$ cat config.mk
export PLATFORM = sky130hd
export DESIGN_NAME = vout_guard
export DESIGN_NICKNAME = d
export VERILOG_FILES = /design/src/rtl/vout_guard_pkg.sv /design/src/rtl/flag_filter.sv /design/src/rtl/fault_ctrl.sv /design/src/rtl/pgood_drv.sv /design/src/rtl/vout_guard.sv
export SDC_FILE = /design/constraint.sdc
export NUM_CORES = 1
export LEC_CHECK = 0
export BUFFER_PORTS_ARGS = -buffer_cell sky130_fd_sc_hd__clkbuf_2
export CORE_MARGIN = 2
export CORE_UTILIZATION = 50
export CTS_BUF_LIST = sky130_fd_sc_hd__clkbuf_8
export CTS_CLUSTER_DIAMETER = 50
export DETAILED_ROUTE_END_ITERATION = 7
export GPL_TIMING_DRIVEN = 0
export PLACE_DENSITY = 0.69
export SETUP_SLACK_MARGIN = 0.2
export SYNTH_ARGS = -nofsm -noshare
export SYNTH_HDL_FRONTEND = slang
export SYNTH_SLANG_ARGS = --single-unit
$ cat constraint.sdc
create_clock -name clk_i -period 2.1 [get_ports clk_i]
set_clock_uncertainty 0.15 [all_clocks]
set_input_delay 0.21 -clock clk_i [delete_from_list [all_inputs] [get_ports clk_i]]
set_output_delay 0.21 -clock clk_i [all_outputs]
set_load 0.1 [all_outputs]
$ cat src/rtl/vout_guard_pkg.sv
package vout_guard_pkg;
  localparam int FLAG_N  = 4;
  localparam int IDX_UV  = 0;
  localparam int IDX_OV  = 1;
  localparam int IDX_LOW = 2;
  localparam int IDX_WIN = 3;

  typedef enum logic [1:0] {
    FC_NONE = 2'b00,
    FC_UV   = 2'b01,
    FC_OV   = 2'b10
  } fault_code_e;

  typedef enum logic [1:0] {
    ST_RUN,
    ST_UV,
    ST_OV_HOLD,
    ST_OV_OFF
  } guard_state_e;
endpackage

$ cat src/rtl/flag_filter.sv
module flag_filter #(
  parameter int STABLE_CYCLES = 8,
  parameter int SYNC_STAGES   = 2
) (
  input  logic clk_i,
  input  logic rst_ni,
  input  logic raw_i,
  output logic filt_o
);
  localparam int CNT_W = (STABLE_CYCLES > 1) ? $clog2(STABLE_CYCLES) : 1;
  localparam logic [CNT_W-1:0] CNT_LAST = CNT_W'(STABLE_CYCLES - 1);

  logic [SYNC_STAGES-1:0] sync_q;
  logic [CNT_W-1:0]       cnt_q;
  logic                   filt_q;
  logic                   sync_v;

  always_ff @(posedge clk_i or negedge rst_ni) begin
    if (!rst_ni) sync_q <= '0;
    else         sync_q <= {sync_q[SYNC_STAGES-2:0], raw_i};
  end

  assign sync_v = sync_q[SYNC_STAGES-1];

  // accept a new level only after it differs for STABLE_CYCLES clocks
  always_ff @(posedge clk_i or negedge rst_ni) begin
    if (!rst_ni) begin
      cnt_q  <= '0;
      filt_q <= 1'b0;
    end else if (sync_v == filt_q) begin
      cnt_q <= '0;
    end else if (cnt_q == CNT_LAST) begin
      cnt_q  <= '0;
      filt_q <= sync_v;
    end else begin
      cnt_q <= cnt_q + 1'b1;
    end
  end

  assign filt_o = filt_q;

  a_r2_settle_window: assert property (@(posedge clk_i) disable iff (!rst_ni)
    !$stable(filt_q) |-> ($past(cnt_q) == CNT_LAST && $past(sync_v) != $past(filt_q)));
endmodule

$ cat src/rtl/fault_ctrl.sv
module fault_ctrl
  import vout_guard_pkg::*;
(
  input  logic        clk_i,
  input  logic        rst_ni,
  input  logic        por_i,
  input  logic        ss_done_i,
  input  logic        uv_i,
  input  logic        ov_i,
  input  logic        low_i,
  output logic        hs_en_o,
  output logic        ls_en_o,
  output logic        ls_hold_o,
  output logic        run_o,
  output logic [1:0]  fault_o
);
  guard_state_e st_q, st_d;

  always_comb begin
    st_d = st_q;
    if (por_i) begin
      st_d = ST_RUN;
    end else begin
      unique case (st_q)
        ST_RUN: begin
          if (ov_i)                 st_d = ST_OV_HOLD;  // overvoltage wins a tie
          else if (uv_i && ss_done_i) st_d = ST_UV;
        end
        ST_OV_HOLD: if (low_i) st_d = ST_OV_OFF;
        default: st_d = st_q;
      endcase
    end
  end

  always_ff @(posedge clk_i or negedge rst_ni) begin
    if (!rst_ni) st_q <= ST_RUN;
    else         st_q <= st_d;
  end

  assign run_o     = !por_i && (st_q == ST_RUN);
  assign hs_en_o   = run_o;
  assign ls_en_o   = run_o;
  assign ls_hold_o = !por_i && (st_q == ST_OV_HOLD);

  always_comb begin
    fault_o = FC_NONE;
    if (!por_i) begin
      if (st_q == ST_UV)                              fault_o = FC_UV;
      else if (st_q == ST_OV_HOLD || st_q == ST_OV_OFF) fault_o = FC_OV;
    end
  end

  a_r1_por_clears: assert property (@(posedge clk_i) disable iff (!rst_ni)
    por_i |=> (st_q == ST_RUN));
  a_r3_uv_disarmed: assert property (@(posedge clk_i) disable iff (!rst_ni)
    (st_q == ST_RUN && !ss_done_i) |=> (st_q != ST_UV));
  a_r4_uv_drivers_off: assert property (@(posedge clk_i) disable iff (!rst_ni)
    (fault_o == FC_UV) |-> (!hs_en_o && !ls_en_o && !ls_hold_o));
  a_r5_ov_hold: assert property (@(posedge clk_i) disable iff (!rst_ni)
    (st_q == ST_RUN && !por_i && ov_i) |=> (por_i || (ls_hold_o && !hs_en_o)));
  a_r6_release_final: assert property (@(posedge clk_i) disable iff (!rst_ni)
    (st_q == ST_OV_OFF && !por_i) |=> !ls_hold_o);
  a_r7_latched: assert property (@(posedge clk_i) disable iff (!rst_ni)
    (st_q != ST_RUN && !por_i) |=> (st_q != ST_RUN));
  a_r8_ov_priority: assert property (@(posedge clk_i) disable iff (!rst_ni)
    (st_q == ST_RUN && !por_i && uv_i && ov_i) |=> (st_q == ST_OV_HOLD));
endmodule

$ cat src/rtl/pgood_drv.sv
module pgood_drv (
  input  logic clk_i,
  input  logic rst_ni,
  input  logic por_i,
  input  logic ss_done_i,
  input  logic run_i,
  input  logic win_i,
  input  logic hs_en_i,
  input  logic [1:0] fault_i,
  output logic pg_pd_o
);
  logic pd_q;

  // registered so the open-drain line never glitches on comb paths
  always_ff @(posedge clk_i or negedge rst_ni) begin
    if (!rst_ni) pd_q <= 1'b1;
    else         pd_q <= !(run_i && ss_done_i && win_i && !por_i);
  end

  assign pg_pd_o = pd_q;

  a_r9_fault_pulls: assert property (@(posedge clk_i) disable iff (!rst_ni)
    (fault_i != 2'b00) |=> pg_pd_o);
  a_r9_startup_pulls: assert property (@(posedge clk_i) disable iff (!rst_ni)
    !ss_done_i |=> pg_pd_o);
  a_r9_good_means_switching: assert property (@(posedge clk_i) disable iff (!rst_ni)
    (!pg_pd_o && !por_i && $past(!por_i)) |-> $past(hs_en_i));
endmodule

$ cat src/rtl/vout_guard.sv
module vout_guard
  import vout_guard_pkg::*;
#(
  parameter int STABLE_CYCLES = 8,
  parameter int SYNC_STAGES   = 2
) (
  input  logic       clk_i,
  input  logic       rst_ni,
  input  logic       por_i,
  input  logic       ss_done_i,
  input  logic       uv_i,
  input  logic       ov_i,
  input  logic       low_i,
  input  logic       win_i,
  output logic       hs_en_o,
  output logic       ls_en_o,
  output logic       ls_hold_o,
  output logic [1:0] fault_o,
  output logic       pg_pd_o
);
  logic [FLAG_N-1:0] raw_flags, filt_flags;
  logic run;

  assign raw_flags[IDX_UV]  = uv_i;
  assign raw_flags[IDX_OV]  = ov_i;
  assign raw_flags[IDX_LOW] = low_i;
  assign raw_flags[IDX_WIN] = win_i;

  for (genvar g = 0; g < FLAG_N; g++) begin : g_filt
    flag_filter #(
      .STABLE_CYCLES(STABLE_CYCLES),
      .SYNC_STAGES  (SYNC_STAGES)
    ) u_filt (
      .clk_i (clk_i),
      .rst_ni(rst_ni),
      .raw_i (raw_flags[g]),
      .filt_o(filt_flags[g])
    );
  end

  fault_ctrl u_ctrl (
    .clk_i    (clk_i),
    .rst_ni   (rst_ni),
    .por_i    (por_i),
    .ss_done_i(ss_done_i),
    .uv_i     (filt_flags[IDX_UV]),
    .ov_i     (filt_flags[IDX_OV]),
    .low_i    (filt_flags[IDX_LOW]),
    .hs_en_o  (hs_en_o),
    .ls_en_o  (ls_en_o),
    .ls_hold_o(ls_hold_o),
    .run_o    (run),
    .fault_o  (fault_o)
  );

  pgood_drv u_pg (
    .clk_i    (clk_i),
    .rst_ni   (rst_ni),
    .por_i    (por_i),
    .ss_done_i(ss_done_i),
    .run_i    (run),
    .win_i    (filt_flags[IDX_WIN]),
    .hs_en_i  (hs_en_o),
    .fault_i  (fault_o),
    .pg_pd_o  (pg_pd_o)
  );
endmodule

After elaboration in Yosys (flattened, before gate mapping)
Index checks and enable logic that the tools add are counted.
{ "totals": {"register_bits": 27, "elab_cells": 67} }
{ "classes": {"addsub": 4, "n_eq_ne": 13, "muxes": 16, "bitwise": 4, "n_reduce_logical": 16} }
{ "ops": {"columns": ["cell", "count"], "rows": [
  ["$mux W3", 8],
  ["$mux W2", 7],
  ["$add A3 B1 Y3 const B", 4],
  ["$eq A3 B3 Y1 const B", 4],
  ["$reduce_and A2 Y1", 4],
  ["$logic_and A1 B1 Y1", 6],
  ["$eq A1 B1 Y1", 4],
  ["$eq A2 B2 Y1 const B", 2],
  ["$ne A4 B3 Y1 const B", 1],
  ["$not A1 Y1", 4],
  ["$pmux W2 S2", 1],
  ["$ne A3 B3 Y1 const B", 1],
  ["$reduce_and A3 Y1", 1],
  ["$reduce_bool A3 Y1", 1],
  ["$eq A2 B1 Y1 const B", 1],
  ["$logic_not A1 Y1", 2],
  ["$logic_not A2 Y1", 1],
  ["$logic_or A1 B1 Y1", 1]
]} }

Depth between registers and ports, before layout
{ "depth": {"ltp_word": 6, "ltp_mapped": 3, "depth_no_buf": 3} }

Cells and area by module
A second synthesis with hierarchy kept.
{ "unflattened": {"cells_unflattened": 68, "hier_area_um2": 1038.5} }
{ "modules_own_cells": {"columns": ["module", "instances", "cells_per_inst", "area_each_um2"], "rows": [
  ["flag_filter", 4, 13, 220.2],
  ["fault_ctrl", 1, 14, 122.6],
  ["pgood_drv", 1, 2, 35.0]
]} }

Least setup slack after synthesis
No wires, ideal clock.
{ "synth_path": {"path_kind": "reg-to-output", "startpoint": "register u_ctrl.st_q[1]", "endpoint": "output fault_o[0]", "arrival_ns": 2.615, "t_required_ns": 1.740, "setup_slack_ns": -0.875, "path_stages_with_launch": 2, "n_path_buf": 0, "path_cell_list": "dfrtp_1 > nor3b_1"} }
{ "synth_via": {"elab_chain_len": 3} }
{ "synth_rtl": {"columns": ["element", "line", "source"], "rows": [
  ["start, declared", "fault_ctrl.sv:17", "guard_state_e st_q, st_d;"],
  ["start signal, assigned", "fault_ctrl.sv:37", "else st_q <= st_d;"],
  ["$eq A2 B1 Y1", "fault_ctrl.sv:48", "if (st_q == ST_UV) fault_o = FC_UV;"],
  ["$mux W2", "fault_ctrl.sv:48", null],
  ["$mux W2", "fault_ctrl.sv:47", "if (!por_i) begin"],
  ["end, declared", "vout_guard.sv:18", "output logic [1:0] fault_o,"]
]} }
Every way passes these cells.

Worst setup path in the final report
{ "layout_path": {"startpoint": "register u_ctrl.st_q[1]", "endpoint": "output hs_en_o"} }
{ "layout_via": {"elab_chain_len": 2} }
{ "layout_rtl": {"columns": ["element", "line", "source"], "rows": [
  ["$logic_not A2 Y1", "fault_ctrl.sv:40", "assign run_o = !por_i && (st_q == ST_RUN);"],
  ["$logic_and A1 B1 Y1", "fault_ctrl.sv:40", null],
  ["end, declared", "vout_guard.sv:15", "output logic hs_en_o,"]
]} }
Every way passes these cells.

==> Flow_metrics.wiki <==
{| class="wikitable"
! Metric !! Value
|-
| Die Area || 2444 um^2
|-
| Adder-Cell Fraction of Synth Area || 0.09697
|-
| TNS Setup || 0 ps
|-
| Average detailed-routed wire length per instance || 11.79 um
|-
| Post-route total power || 1.570 mW
|-
| Core Box Area || 1962 um^2
|-
| Net count of the finished layout || 107
|-
| Category of the most critical setup path || flop to primary output
|-
| # DRC || 0
|-
| Slew at the pin closest to its max-slew limit || 635.7 ps
|-
| Placed inst area || 1169 um^2
|-
| Sequential cell area || 676.9 um^2
|-
| Combined area of the multi-input logic cells || 369.1 um^2
|-
| Initial drt markers || 1
|-
| Required time at the worst-slack endpoint || 1740 ps
|-
| Compound-Gate Fraction of Synth Area || 0.01455
|-
| Finish-stage setup viols || 0
|-
| Maximum number of buffers from clock root to sink || 2
|-
| Placer congestion estimate || 0.6755
|-
| Clock-pin transition on the worst setup and hold timing paths || 90 ps
|-
| Count of endpoints failing hold in the final timing report || 0
|-
| Maximum cell stage delay along the critical path || 470 ps
|-
| Placed Cells || 107
|-
| Leftover overflow at the end of global routing || 0
|-
| PnR worst setup slack || 265.1 ps
|-
| Relative slew slack || 0.5762
|-
| Pre-CTS setup slack || 457.7 ps
|-
| Count of pins on the block boundary || 14
|-
| Antenna violations before repair || 0
|-
| Total of warnings raised by yosys || 0
|-
| Xor/xnor cell area share of the yosys netlist || 0.03394
|-
| Max-slew violation total from the final report || 0
|-
| Fill count || 163
|-
| Path type of the worst min-delay path || input port to flop
|-
| Result of the run || complete, no violations
|-
| Setup slack, reg-to-reg || 700 ps
|-
| Initial core utilization || 0.5261
|-
| Post-CTS setup repair buffer count || 0
|-
| Ys flop type || sky130_fd_sc_hd__dfrtp_1
|-
| Critical path arrival || 1470 ps
|-
| Number of buffer and inverter stages on the critical path || 1
|-
| Maximum number of pins on one net before global-route repair || 28
|-
| Die width || 49.44 um
|-
| Worst setup SP type || flop
|-
| Post-route standard cell area excluding fillers || 1277 um^2
|-
| Post-Syn Nets || 83
|-
| Number of different library cells in the post-synthesis netlist || 17
|-
| Die outline height || 49.44 um
|-
| Number of buffers added by the clock tree synthesis step || 3
|-
| Total of buffers placed on input and output ports || 13
|-
| Clock sink count || 27
|-
| Overall routed net length || 1380 um
|-
| Proportion of layout cells with a drive suffix above 1 || 0.3000
|-
| Cell class contributing the biggest share of worst-path delay || buffers and inverters
|-
| Max IR drop VDD || 0.7501 mV
|-
| Crit share post-route || 0.8737
|-
| Simple-gate area share of the yosys netlist || 0.1442
|-
| Number of H-tree branching levels || 1
|-
| RSZ-0062 raised after global routing || yes
|-
| First drt pass iteration count || 3
|-
| Peak fanout along the critical path || 5
|-
| Signed area change from the synthesized netlist to the final layout || 23.76%
|-
| Final cell count without fillers || 117
|-
| Dominant combinational cell family by area after synthesis || simple AND/OR/NAND/NOR gates
|-
| GRT Resource Usage Total || 0.1362
|-
| ANT nets after route || 0
|-
| Ant. Diodes || 0
|-
| Vias per inst || 4.761
|-
| Max-cap check violation count || 0
|-
| Global-route wire length before repair || 2511 um
|-
| CTS tree || done
|-
| Slowest cell on crit path || sky130_fd_sc_hd__buf_2
|-
| Async set-reset flop share out of synthesis || 1.000
|-
| Number of cell rows || 16
|-
| Worst path cell trace || nor3_4 -> buf_2
|-
| Pwr/cell area || 1229 nW/um^2
|-
| Clock tree root buffer cell || sky130_fd_sc_hd__clkbuf_8
|-
| Source-to-sink clock delay at the later pin of the worst-skew pair || 270 ps
|-
| Highest achievable clock rate || 0.5450 GHz
|-
| Post-synth EDFFs || 0
|-
| Avg Synthesized Cell Area || 15.41 um^2
|-
| Summed instance area of the synthesized netlist || 1032 um^2
|-
| Vias post-DR || 557
|-
| Half-perimeter wire length after placement || 971.1 um
|-
| Sequential element share of the synthesized area || 0.6558
|-
| Via count of the first global-routing pass || 575
|-
| Multiplexer share of the synthesized area || 0.04364
|-
| Static leakage || 0.6511 nW
|-
| Worst Hold Slack || 89.11 ps
|-
| Final critical-path required period || 1835 ps
|-
| Number of synthesized register bits || 27
|-
| Share of the core filled with cells in the final layout || 0.6511
|-
| Post-Syn Instances || 67
|-
| Crit end category || primary output
|}
[placed cells by master, fill, tap and decap left out, drive strengths merged]
cell type / netlist / routed
a21oi: 3 / 3
and2: 8 / 8
buf: 1 / 3
clkbuf: 0 / 14
clkinv: 0 / 1
dfrtp: 26 / 26
dfstp: 1 / 1
dlygate4sd3: 0 / 6
ha: 8 / 8
inv: 1 / 1
mux2: 4 / 4
nand2b: 1 / 1
nand3: 1 / 1
nand4bb: 1 / 1
nor2: 1 / 1
nor3: 2 / 2
nor3b: 5 / 5
xor2: 4 / 4
[Yosys cell counts (all sizes together), types with 2 or more instances]
cell type	number	area share
a21oi	3	0.015
mux2	4	0.044
xor2	4	0.034
dfrtp	26	0.63
nor3b	5	0.056
and2	8	0.048
nor3	2	0.015
ha	8	0.097
[cell type report]
type / count / area share
multi-input cells: 38 / 0.2889
clock inverters: 1 / 0.003918
well taps: 27 / 0.02644
flip-flops and latches: 27 / 0.5299
clock buffers: 3 / 0.03232
inverters: 1 / 0.002938
plain buffers: 1 / 0.01567
repair buffers: 19 / 0.09990
[flip-flops by register name, indices dropped and copies added, names as in the netlist]
register / flops
g_filt.u_filt.cnt_q: 12
g_filt.u_filt.filt_o: 4
g_filt.u_filt.sync_q: 8
u_ctrl.st_q: 2
u_pg.pg_pd_o: 1
[report_power, final]
group	total (mW)	internal [mW]	switching [mW]
logic	0.524	0.208	0.316
clock network	0.282	0.133	0.149
registers	0.764	0.661	0.103
total	1.57	1.00	0.568
[repair_timing]
item,in CTS,in global routing
pin swaps,0,0
hold buffers,6,0
setup endpoints to repair,1,2
resized for setup,1,2
endpoints found under the hold margin,31,0
[final timing paths]
| check | start | end | depth (start not counted) |
|---|---|---|---|
| setup / recovery | u_ctrl.st_q[1]$_DFFE_PN0P_ | hs_en_o | 2 |
| hold / removal | por_i | u_ctrl.st_q[0]$_DFFE_PN0P_ | 2 |
| setup reg to reg | g_filt[0].u_filt.cnt_q[0]$_DFF_PN0_ | g_filt[0].u_filt.filt_o$_DFFE_PN0P_ | 3 |
| hold reg to reg | g_filt[2].u_filt.sync_q[0]$_DFF_PN0_ | g_filt[2].u_filt.sync_q[1]$_DFF_PN0_ | 0 |
| max in group asynchronous | rst_ni | g_filt[0].u_filt.cnt_q[1]$_DFF_PN0_ | 2 |
| min in group asynchronous | rst_ni | u_ctrl.st_q[0]$_DFFE_PN0P_ | 2 |
[cell families (layout without fill, tap and decap cells)]
logic type	Yosys count	count (layout)
buffers and inverters	2	25
adders and majority gates	8	8
and+or+nand+nor	19	19
DFF	27	27
AOI/OAI and AO/OA	3	3
muxes	4	4
xor gates and xnor gates	4	4
[per-layer routing]
layer / up-vias / share of wire / track usage
met3: 0 / 0.033 / 0.02761
met1: 275 / 0.51 / 0.1876
met2: 12 / 0.45 / 0.2117
li1: 270 / - / -
met4: 0 / 0 / 0.05556
met5: - / 0 / 0
Power figures use the tool's default switching activity.
